`config.mk`:
```
export PLATFORM = sky130hd
export DESIGN_NAME = rtc_nibble_core
export DESIGN_NICKNAME = d
export VERILOG_FILES = /design/src/rtl/rtc_core_pkg.sv /design/src/rtl/rtc_prescale.sv /design/src/rtl/rtc_advance.sv /design/src/rtl/rtc_nibble_core.sv
export SDC_FILE = /design/constraint.sdc
export NUM_CORES = 1
export LEC_CHECK = 0
export BUFFER_PORTS_ARGS = -buffer_cell sky130_fd_sc_hd__buf_2
export CORE_UTILIZATION = 23
export DETAILED_ROUTE_END_ITERATION = 16
export PLACE_DENSITY_LB_ADDON = 0.1
export SYNTH_ARGS = -nofsm -noshare
export SYNTH_HDL_FRONTEND = slang
export SYNTH_SLANG_ARGS = --single-unit
```
`constraint.sdc`:
```
create_clock -name clk -period 3.5 [get_ports clk]
set_input_delay 0.175 -clock clk [delete_from_list [all_inputs] [get_ports clk]]
set_output_delay 0.175 -clock clk [all_outputs]
set_load 0.005 [all_outputs]
```
`src/rtl/rtc_core_pkg.sv`:
```
package rtc_core_pkg;
  localparam int NREG = 15;

  localparam logic [3:0] IX_S1    = 4'd0;
  localparam logic [3:0] IX_S10   = 4'd1;
  localparam logic [3:0] IX_M1    = 4'd2;
  localparam logic [3:0] IX_M10   = 4'd3;
  localparam logic [3:0] IX_H1    = 4'd4;
  localparam logic [3:0] IX_H10   = 4'd5;
  localparam logic [3:0] IX_DOW   = 4'd6;
  localparam logic [3:0] IX_D1    = 4'd7;
  localparam logic [3:0] IX_D10   = 4'd8;
  localparam logic [3:0] IX_MO1   = 4'd9;
  localparam logic [3:0] IX_MO10  = 4'd10;
  localparam logic [3:0] IX_Y1    = 4'd11;
  localparam logic [3:0] IX_Y10   = 4'd12;
  localparam logic [3:0] IX_Y100  = 4'd13;
  localparam logic [3:0] IX_Y1000 = 4'd14;
  localparam logic [3:0] IX_CTRL  = 4'd15;

  typedef logic [NREG-1:0][3:0] tfile_t;

  // Bits of each time nibble that carry digit weight
  function automatic logic [3:0] fld_mask(logic [3:0] ix);
    case (ix)
      IX_S10, IX_M10, IX_DOW: fld_mask = 4'b0111;
      IX_H10, IX_D10, IX_Y1000: fld_mask = 4'b0011;
      IX_MO10: fld_mask = 4'b0001;
      IX_CTRL: fld_mask = 4'b0000;
      default: fld_mask = 4'b1111;
    endcase
  endfunction

  // Two-digit year divisible by four (100 is a multiple of 4)
  function automatic logic is_leap(logic [3:0] y10, logic [3:0] y1);
    if (y10[0]) is_leap = (y1 == 4'd2) || (y1 == 4'd6);
    else        is_leap = (y1 == 4'd0) || (y1 == 4'd4) || (y1 == 4'd8);
  endfunction

  // Last date of a month, BCD {tens, units}
  function automatic logic [7:0] month_len(logic [3:0] mo10, logic [3:0] mo1, logic leap);
    if (mo10[0]) month_len = (mo1 == 4'd1) ? 8'h30 : 8'h31;
    else if (mo1 == 4'd2) month_len = leap ? 8'h29 : 8'h28;
    else if (mo1 == 4'd4 || mo1 == 4'd6 || mo1 == 4'd9) month_len = 8'h30;
    else month_len = 8'h31;
  endfunction

  // {carry, next digit}
  function automatic logic [4:0] dig_inc(logic [3:0] d, logic [3:0] last);
    dig_inc = (d == last) ? 5'b1_0000 : {1'b0, d + 4'd1};
  endfunction
endpackage

```
`src/rtl/rtc_prescale.sv`:
```
module rtc_prescale #(
  parameter int SEC_CYCLES   = 32768,
  parameter int GUARD_CYCLES = 4
) (
  input  logic clk,
  input  logic rst,
  input  logic hold,
  output logic tick,
  output logic busy
);
  localparam int CW = (SEC_CYCLES > 2) ? $clog2(SEC_CYCLES) : 1;
  localparam logic [CW-1:0] LAST = CW'(SEC_CYCLES - 1);
  localparam logic [CW-1:0] GLO  = CW'(GUARD_CYCLES);
  localparam logic [CW-1:0] GHI  = CW'(SEC_CYCLES - GUARD_CYCLES);

  logic [CW-1:0] cnt;

  always_ff @(posedge clk) begin
    if (rst || hold) cnt <= '0;
    else if (cnt == LAST) cnt <= '0;
    else cnt <= cnt + 1'b1;
  end

  assign tick = !hold && (cnt == LAST);
  assign busy = !hold && ((cnt < GLO) || (cnt >= GHI));
endmodule

```
`src/rtl/rtc_advance.sv`:
```
module rtc_advance
  import rtc_core_pkg::*;
(
  input  tfile_t cur,
  input  logic   step_sec,
  input  logic   round_adj,
  output tfile_t nxt
);
  always_comb begin
    logic [4:0] r;
    logic c_min, c_hr, c_day, c_mon, c_yr;
    nxt = cur;
    r = '0;
    c_min = 1'b0; c_hr = 1'b0; c_day = 1'b0; c_mon = 1'b0; c_yr = 1'b0;

    if (round_adj) begin
      nxt[IX_S1]  = 4'd0;
      nxt[IX_S10] = 4'd0;
      c_min = (cur[IX_S10] >= 4'd3);
    end else if (step_sec) begin
      r = dig_inc(cur[IX_S1], 4'd9);
      nxt[IX_S1] = r[3:0];
      if (r[4]) begin
        r = dig_inc(cur[IX_S10], 4'd5);
        nxt[IX_S10] = r[3:0];
        c_min = r[4];
      end
    end

    if (c_min) begin
      r = dig_inc(cur[IX_M1], 4'd9);
      nxt[IX_M1] = r[3:0];
      if (r[4]) begin
        r = dig_inc(cur[IX_M10], 4'd5);
        nxt[IX_M10] = r[3:0];
        c_hr = r[4];
      end
    end

    if (c_hr) begin
      if (cur[IX_H10] == 4'd2 && cur[IX_H1] == 4'd3) begin
        nxt[IX_H10] = 4'd0;
        nxt[IX_H1]  = 4'd0;
        c_day = 1'b1;
      end else begin
        r = dig_inc(cur[IX_H1], 4'd9);
        nxt[IX_H1] = r[3:0];
        if (r[4]) nxt[IX_H10] = cur[IX_H10] + 4'd1;
      end
    end

    if (c_day) begin
      nxt[IX_DOW] = (cur[IX_DOW] == 4'd6) ? 4'd0 : cur[IX_DOW] + 4'd1;
      if ({cur[IX_D10], cur[IX_D1]} ==
          month_len(cur[IX_MO10], cur[IX_MO1], is_leap(cur[IX_Y10], cur[IX_Y1]))) begin
        nxt[IX_D10] = 4'd0;
        nxt[IX_D1]  = 4'd1;
        c_mon = 1'b1;
      end else begin
        r = dig_inc(cur[IX_D1], 4'd9);
        nxt[IX_D1] = r[3:0];
        if (r[4]) nxt[IX_D10] = cur[IX_D10] + 4'd1;
      end
    end

    if (c_mon) begin
      if (cur[IX_MO10] == 4'd1 && cur[IX_MO1] == 4'd2) begin
        nxt[IX_MO10] = 4'd0;
        nxt[IX_MO1]  = 4'd1;
        c_yr = 1'b1;
      end else if (cur[IX_MO1] == 4'd9) begin
        nxt[IX_MO10] = 4'd1;
        nxt[IX_MO1]  = 4'd0;
      end else begin
        nxt[IX_MO1] = cur[IX_MO1] + 4'd1;
      end
    end

    if (c_yr) begin
      r = dig_inc(cur[IX_Y1], 4'd9);
      nxt[IX_Y1] = r[3:0];
      if (r[4]) begin
        r = dig_inc(cur[IX_Y10], 4'd9);
        nxt[IX_Y10] = r[3:0];
        if (r[4]) begin
          r = dig_inc(cur[IX_Y100], 4'd9);
          nxt[IX_Y100] = r[3:0];
          if (r[4]) begin
            r = dig_inc(cur[IX_Y1000], 4'd3);
            nxt[IX_Y1000] = r[3:0];
          end
        end
      end
    end
  end
endmodule

```
`src/rtl/rtc_nibble_core.sv`:
```
module rtc_nibble_core
  import rtc_core_pkg::*;
#(
  parameter int SEC_CYCLES   = 32768,
  parameter int GUARD_CYCLES = 4
) (
  input  logic       clk,
  input  logic       rst,
  input  logic [3:0] addr,
  input  logic       wr_en,
  input  logic [3:0] wr_data,
  output logic [3:0] rd_data
);
  tfile_t     tf, tf_adv;
  logic       fos;
  logic [1:0] tt;
  logic [1:0] bank;
  logic       stop, adj_pend;
  logic       tick, busy;
  logic       wr_time, wr_ctrl;
  logic [3:0] rd_next;

  rtc_prescale #(.SEC_CYCLES(SEC_CYCLES), .GUARD_CYCLES(GUARD_CYCLES)) u_pre (
    .clk(clk), .rst(rst), .hold(stop), .tick(tick), .busy(busy)
  );

  rtc_advance u_adv (
    .cur(tf), .step_sec(tick), .round_adj(adj_pend), .nxt(tf_adv)
  );

  assign wr_ctrl = wr_en && (addr == IX_CTRL);
  assign wr_time = wr_en && (addr != IX_CTRL) && (bank == 2'b00);

  always_comb begin
    rd_next = 4'h0;
    if (addr == IX_CTRL) begin
      rd_next = {bank, stop, busy | adj_pend};
    end else if (bank == 2'b00) begin
      rd_next = tf[addr];
      if (addr == IX_S10)   rd_next[3]   = fos;
      if (addr == IX_Y1000) rd_next[3:2] = tt;
    end
  end

  always_ff @(posedge clk) begin
    if (rst) begin
      tf          <= '0;
      tf[IX_D1]   <= 4'd1;
      tf[IX_MO1]  <= 4'd1;
      fos         <= 1'b1;
      tt          <= 2'b00;
      bank        <= 2'b00;
      stop        <= 1'b0;
      adj_pend    <= 1'b0;
      rd_data     <= 4'h0;
    end else begin
      // A write wins over an update for its own nibble only
      for (int i = 0; i < NREG; i++) begin
        if (wr_time && addr == 4'(i)) tf[i] <= wr_data & fld_mask(4'(i));
        else                          tf[i] <= tf_adv[i];
      end
      if (wr_time && addr == IX_S10)   fos <= wr_data[3];
      if (wr_time && addr == IX_Y1000) tt  <= wr_data[3:2];
      if (wr_ctrl) {bank, stop} <= wr_data[3:1];
      adj_pend <= wr_ctrl && wr_data[0];
      rd_data  <= rd_next;
    end
  end
endmodule

```
==> impl_metrics.ini, run 1 <==
[status]
status = completed

[timing]
fmax_mhz = 328
rsz0062_at_grt = no
setup_violations = 0
worst_slew_margin_rel = 0.457
final-hold-violation-count = 0
fin_crit_ps = 3050
post-route-period-util = 0.872
slew_viol_final = 0
skew_ps = 8.66
setup-tns-final_ps = 0
worst_pin_slew_ps = 809

[logic_synthesis]
yosysWarningCount = 0
syn-num-nets = 686
synthTopCellsByArea = dfxtp_1 (31%), nor2_1 (6.8%), mux4_2 (5.5%)
avgSynthCellArea_sq_um = 7.97
yosys.area.top_type = dfxtp_1
syn_area_sq_mm = 0.00528
ys_top_cells_by_count = nor2_1 (95), dfxtp_1 (83), nand2_1 (62)
ys_ff_latch = 83
synthArstFlopShare = 0
synth-edff-count = 0
yosysMostFrequentCell = nor2_1
synth.distinct_cells = 67
synth_top_area_frac = 0.315
ys_seq_area_frac = 0.315
synth_cells = 663
ys.flop_type = dfxtp_1

[clocking]
ctsResizeCount = 0
cts_made_buffers = 9
clk_latency_ps = 350
clkTransAtPathRegs_ps = 70
cts-root-buf = clkbuf_16
cts_sinks = 83
cts_tree = done
postCtsSetupBuffers = 0
clock_path_buffers = 2
cts_hold_buffers = 0
ctsHtreeMaxLevel = 3

[floorplan]
rows = 55
coreArea_sq_mm = 0.0226
initial_utilization = 0.234
ios = 15
fp.dieW_um = 154
die_area_sq_mm = 0.0236
die_y_um = 154

[finish]
diodes = 0
nets = 684
layout-drive-gt1-share = 0.102
finalInstanceArea_sq_mm = 0.00597
area_delta_synth_final_pct = 13.1

[drt]
drc_errors = 0
firstDrtPassIters = 5
antenna_left = 0
wirelength_mm = 17.1
drt_iter0_drc = 223
viasPerCell = 5.23
wl_per_cell_um = 18.0
vias = 4972

[pwr]
p_total_uw = 2270
power_density_mw_per_mm2 = 379
p_leak_uw = 0.00208
ir_worst_vdd_uv = 247

[grt]
grt_pass1_wl_mm = 27.5
grtUsageTotal = 0.150
grt-ovfl-total = 0
antenna_found_initial = 0
grt_pass1_vias = 4885
grt_max_degree = 37

[critical_path]
crit_fanout = 12
required_ps = 3760
worstSetupStartpointType = flip-flop
critPathKind = flip-flop to flip-flop
arrival_ps = 3310
critPathCaptureType = flip-flop

[place]
placed_area_sq_mm = 0.00564
portBuffers = 14
gp_congestion = 0.776
hpwl_mm = 12.2

[job]
cap_violations = 0

[worst_hold_path]
hold_path.class = input pin to flip-flop
cell type report:
class                   instances  area (sq um)
clock inverters                 7           104
clock buffers                   9           225
inverters                      18          67.6
multi-input cells             522          3390
fillers                      2447         16600
flip-flops and latches         83          1660
repair buffers                 27           168
well taps                     285           357
sequential cells by signal, summed over array words and instances, names as in the netlist:
name,count
tt,2
u_pre.cnt,15
fos,1
tf,57
bank,2
rd_data,4
stop,1
adj_pend,1
logic make-up (layout without fill, tap and decap cells):
group                      Yosys count  count (layout)  synth area share
and+or+nand+nor                    316             316             0.311
muxes                               27              27            0.0822
xor gates and xnor gates            27              27            0.0448
adders and majority gates           12              12            0.0284
buffers and inverters               58              61            0.0452
AOI/OAI and AO/OA                  140             140             0.174
DFF                                 83              83             0.315
power by group:
group	switching, uW	internal (uW)	leakage, uW	total, uW
sequential	29.4	963	0.000671	993
clock	452	638	0.000161	1090
combinational	120	63.6	0.00124	183
cells in the final DEF, fill, tap and decap left out, types with 14 or more instances in the layout:
cell      Yosys  layout
buf_2         5      14
nor2_1       95      95
nand4_1      19      19
inv_1        18      18
dfxtp_1      83      83
nand2_1      62      62
a211oi_1     22      22
nand3_1      28      28
o21ai_0      39      39
nor3_1       16      16
a311oi_1     14      14
a21oi_1      27      27
xor2_1       15      15
stage by stage:
stage               cells  hold WS [ps]  utilization  worst slack [ps]
finish                951           151        0.265               448
global route          951           140        0.265               227
CTS                   951           126        0.265               432
detailed placement    935           450        0.250               473
global placement      935           448        0.250               503
floorplan             663           338            -               764
layer usage:
layer / track usage / routed length, um
met3: 0.0276 / 689
met1: 0.206 / 8400
met4: 0.0414 / 240
met5: 0 / 0
met2: 0.240 / 7800
worst max-delay path, cell delays in order (launching register included):
cell	delay, ps
dfxtp_1	470
or4b_4	520
or4b_1	480
a21oi_1	180
nor3b_2	270
buf_4	250
nand2_4	60
or4b_1	480
a311oi_1	260
path summary, 6_finish.rpt:
check / from / slack, ps / cells after the start / end
worst max-delay path: tf[37] / 450 / 8 / tf[37]
worst min-delay path: wr_en / 150 / 3 / bank[1]
worst max register to register: tf[37] / 450 / 8 / tf[37]
worst min register to register: u_pre.cnt[0] / 460 / 1 / u_pre.cnt[0]
(Power assumes the default switching activity.)
==> inputs of run 2 (changes only) <==
--- a/config.mk
+++ b/config.mk
@@ -8,7 +8,6 @@
 export BUFFER_PORTS_ARGS = -buffer_cell sky130_fd_sc_hd__buf_2
 export CORE_UTILIZATION = 23
 export DETAILED_ROUTE_END_ITERATION = 16
-export PLACE_DENSITY_LB_ADDON = 0.1
 export SYNTH_ARGS = -nofsm -noshare
 export SYNTH_HDL_FRONTEND = slang
 export SYNTH_SLANG_ARGS = --single-unit
==> run 2 against run 1 <==
Maximum frequency about the same; combinational power decreased by 5%; global-route usage decreased by 2.3 points; power decreased by 7.5%; cell area decreased by 0.71%; clock power decreased by 15%; clock skew increased by 0.81 ps; flip-flop and latch count unchanged; sequential power about the same; clock-buffer cell count increased by 1; final cell count unchanged; register-to-register slack about the same; critical endpoint unchanged.
==> impl_metrics.ini, run 2 (synthesis results as in run 1) <==
[grt]
grt_max_degree = 40
grtUsageTotal = 0.128
antenna_found_initial = 0
grt_pass1_vias = 4467
grt_pass1_wl_mm = 23.9
grt-ovfl-total = 0

[timing]
whs_ps = 139
rsz0062_at_grt = no
fmax_mhz = 328
setup-tns-final_ps = 0
slew_viol_final = 0
worst_pin_slew_ps = 663
skew_ps = 9.47
post-route-period-util = 0.872
setup_violations = 0
final-hold-violation-count = 0
fin_crit_ps = 3050
worst_slew_margin_rel = 0.554

[clocking]
ctsHtreeMaxLevel = 3
clk_latency_ps = 360
cts_hold_buffers = 0
clkTransAtPathRegs_ps = 70
postCtsSetupBuffers = 0
cts_tree = done
clock_path_buffers = 2
ctsResizeCount = 0
cts_sinks = 83
cts-root-buf = clkbuf_16
cts_made_buffers = 9

[drt]
wirelength_mm = 14.6
antenna_left = 0
firstDrtPassIters = 6
wl_per_cell_um = 15.4
viasPerCell = 5.18
drc_errors = 0
drt_iter0_drc = 436
vias = 4925

[finish]
largest_register_ff_count = 57
mostFrequentLayoutCell = nor2_1
nets = 684
diodes = 0
max_flop_register = tf
utilization = 0.263
layout-drive-gt1-share = 0.102
top_regs = tf (57), u_pre.cnt (15), rd_data (4)
final_cells = 951
area_delta_synth_final_pct = 12.3
most-common-layout-cells = nor2_1 (95), dfxtp_1 (83), nand2_1 (62)

[floorplan]
die_y_um = 154
initial_utilization = 0.234
coreArea_sq_mm = 0.0226
rows = 55
fp.dieW_um = 154
die_area_sq_mm = 0.0236
ios = 15

[critical_path]
cpPeakStageDelay_ps = 510
critPathKind = flip-flop to flip-flop
worstSetupStartpointType = flip-flop
cp_slowest_cell = or4b_4
crit_top_cell = or4b_1
r2r_cells = 8
crit_fanout = 20
critPathCaptureType = flip-flop
arrival_ps = 3320
crit_chain = or4b_4 > or4b_1 > a21oi_1 > nor3b_2 > buf_4 > nand2_4 > or4b_1 > a311oi_1
required_ps = 3770
r2r_slack_ps = 450

[place]
place_inst = 935
gp_congestion = 0.839
hpwl_mm = 10.3
portBuffers = 14

[status]
status = completed

[pwr]
power_density_mw_per_mm2 = 353
ir_worst_vdd_uv = 232
p_leak_uw = 0.00205

[job]
cap_violations = 0

[worst_hold_path]
hold_path.class = input pin to flip-flop
min_path_cells = 3
==> run 2: path summary, 6_finish.rpt <==
check,end,startpoint
setup / recovery,tf[37],tf[37]
hold / removal,stop,wr_en
setup reg to reg,tf[37],tf[37]
hold reg to reg,u_pre.cnt[0],u_pre.cnt[0]
==> run 2: routing by layer <==
metal  part of all wire  track usage
met5                  0            0
met4              0.016       0.0462
met3              0.066       0.0245
met2               0.44        0.195
met1               0.48        0.177
==> run 2: worst max-delay path, delay by kind of cell (launching register included) <==
family                 cells  cell delay, ps
AOI/OAI and AO/OA          2             430
and+or+nand+nor            5            1770
buffers and inverters      1             290
DFF                        1             480
==> run 2: final cells by class <==
type,instances,area (sq um)
inverter,18,67.6
clock inverter,6,47.5
multi-input combinational,522,3390
fill,2437,16600
timing repair buffer,27,168
tap,285,357
clock buffer,10,239
sequential,83,1660
==> run 2: stage by stage <==
stage / total power, uW / worst slack [ps] / area (sq um)
after detailed placement: 1190 / 520 / 5640
after floorplan: 1130 / 764 / 5280
final: 2100 / 449 / 5930
after global routing: 2170 / 278 / 5930
after CTS: 2120 / 484 / 5930
after global placement: 1190 / 583 / 5640
==> run 2: report_power, final <==
group / total (uW) / internal, uW / leakage, uW / switching [uW]
combinational: 174 / 63.4 / 0.00124 / 111
clock: 929 / 506 / 0.000139 / 422
sequential: 993 / 964 / 0.000671 / 29.0
total: 2100 / 1530 / 0.00205 / 562
==> inputs of run 3 (changes only) <==
--- a/config.mk
+++ b/config.mk
@@ -5,9 +5,10 @@
 export SDC_FILE = /design/constraint.sdc
 export NUM_CORES = 1
 export LEC_CHECK = 0
-export BUFFER_PORTS_ARGS = -buffer_cell sky130_fd_sc_hd__buf_2
-export CORE_UTILIZATION = 23
+export CORE_UTILIZATION = 40
 export DETAILED_ROUTE_END_ITERATION = 16
+export DONT_BUFFER_PORTS = 1
+export GPL_ROUTABILITY_DRIVEN = 0
 export SYNTH_ARGS = -nofsm -noshare
 export SYNTH_HDL_FRONTEND = slang
 export SYNTH_SLANG_ARGS = --single-unit
==> run 3 against run 2 <==
Clock skew is 1.8 ps lower; first-iteration DRC count grew 17%; flip-flop and latch count did not move; die area decreased by 42%; routed wire length grew 5.0%; register-to-register slack got worse by 60 ps; critical endpoint is now tf[56].
==> impl_metrics.ini, run 3 (synthesis results as in run 1) <==
[grt]
grt_pass1_wl_mm = 24.7
grt_pass1_vias = 4663
grt_max_degree = 68
grt-ovfl-total = 0
grtUsageTotal = 0.242
antenna_found_initial = 1

[critical_path]
arrival_ps = 3390
critPathKind = flip-flop to flip-flop
critPathCaptureType = flip-flop
crit_fanout = 10
worstSetupStartpointType = flip-flop
required_ps = 3770
r2r_cells = 7

[clocking]
cts-root-buf = clkbuf_16
postCtsSetupBuffers = 0
cts_sinks = 83
ctsHtreeMaxLevel = 3
cts_made_buffers = 9
clk_latency_ps = 360
clock_path_buffers = 2
clkTransAtPathRegs_ps = 70
cts_tree = done

[drt]
viasPerCell = 6.10
firstDrtPassIters = 5
wl_per_cell_um = 18.5
drc_errors = 0
vias = 5067
drt_iter0_drc = 509
wirelength_mm = 15.4
antenna_left = 0

[status]
status = completed

[floorplan]
die_y_um = 117
coreArea_sq_mm = 0.0127
fp.dieW_um = 117
ios = 15
rows = 41
initial_utilization = 0.415
die_area_sq_mm = 0.0137

[worst_hold_path]
hold_path.class = input pin to flip-flop
min_path_cells = 2

[pwr]
p_total_uw = 2310
ir_worst_vdd_uv = 274
internal-power_uw = 1740
swShare = 0.246
switching_power_uw = 567
seqPwrFrac = 0.430
power_density_mw_per_mm2 = 394
comb_power_share = 0.068
pwr-share-clk = 0.502
p_leak_uw = 0.00204

[finish]
nets = 675
fillCellCount = 1297
top_regs = tf (57), u_pre.cnt (15), rd_data (4)
finalInstanceArea_sq_mm = 0.00586
max_flop_register = tf
most-common-layout-cells = nor2_1 (95), dfxtp_1 (83), nand2_1 (62)
mostFrequentLayoutCell = nor2_1
area_delta_synth_final_pct = 11.0
layout-drive-gt1-share = 0.0761
largest_register_ff_count = 57

[timing]
slew_viol_final = 0
skew_ps = 7.69
final-hold-violation-count = 0
layout_setup_ws_ps = 387
setup-tns-final_ps = 0
fmax_mhz = 321
setup_violations = 0
post-route-period-util = 0.889
worst_pin_slew_ps = 1030
fin_crit_ps = 3110
rsz0062_at_grt = no
worst_slew_margin_rel = 0.305

[place]
placed_area_sq_mm = 0.00539
hpwl_mm = 10.0
portBuffers = 0
post-place-ws_ps = 407

[job]
cap_violations = 0
## run 3: cell count changes in the layout (fill, tap and decap cells not counted), sizes merged
cell and change:
diode +2, clkinv -3, clkinvlp -1, inv +2, dlygate4sd3 +9, clkbuf -1
buf -18, bufinv +3
## run 3: per-stage QoR
step	cells	utilization	hold slack (ps)
after detailed placement	803	0.423	255
after CTS	829	0.460	0.577
after global routing	829	0.460	0.413
after floorplan	663	-	338
after global placement	803	0.423	252
final	831	0.461	4.03
## run 3: area by class of cell
class	count	area, sq um	share of cell area
Timing Repair Buffer	18	178	0.0303
Clock buffer	9	225	0.0384
Tap cell	172	215	0.0367
Sequential cell	83	1660	0.283
Antenna cell	2	5.00	0.000854
Multi-Input combinational cell	522	3380	0.577
Clock inverter	7	130	0.0222
Inverter	18	67.6	0.0115
## run 3: power by group through the flow
stage	clock network, uW	registers, uW	logic [uW]
after global placement	0	1010	117
after global routing	1210	997	171
final	1160	994	157
after detailed placement	0	1010	119
after floorplan	0	999	132
after CTS	1180	992	155
## run 3: repair_timing
action	4_1_cts	5_1_grt
gates resized for setup	0	0
hold endpoints to repair	66	0
hold buffers	10	0
## run 3: metal layers
layer	wire, um	vias to the layer above	share of wire	global-route usage
met2	7000	202	0.46	0.383
li1	-	2410	-	-
met5	0	-	0	0
met3	1180	31	0.077	0.0675
met1	6830	2424	0.44	0.313
met4	354	0	0.023	0.0962
## run 3: critical path, cell delays in order, from the launching register on
cell	delay, ps
dfxtp_1	470
or4b_4	510
or4b_1	480
a21oi_1	190
nor3b_2	370
nand4_1	320
or3_1	420
a311oi_1	250
## run 3: path summary, 6_finish.rpt
check	start	to	slack, ps
setup / recovery	tf[37]	tf[56]	390
hold / removal	wr_data[2]	tf[54]	4
hold reg to reg	u_pre.cnt[0]	u_pre.cnt[0]	460
setup reg to reg	tf[37]	tf[56]	390
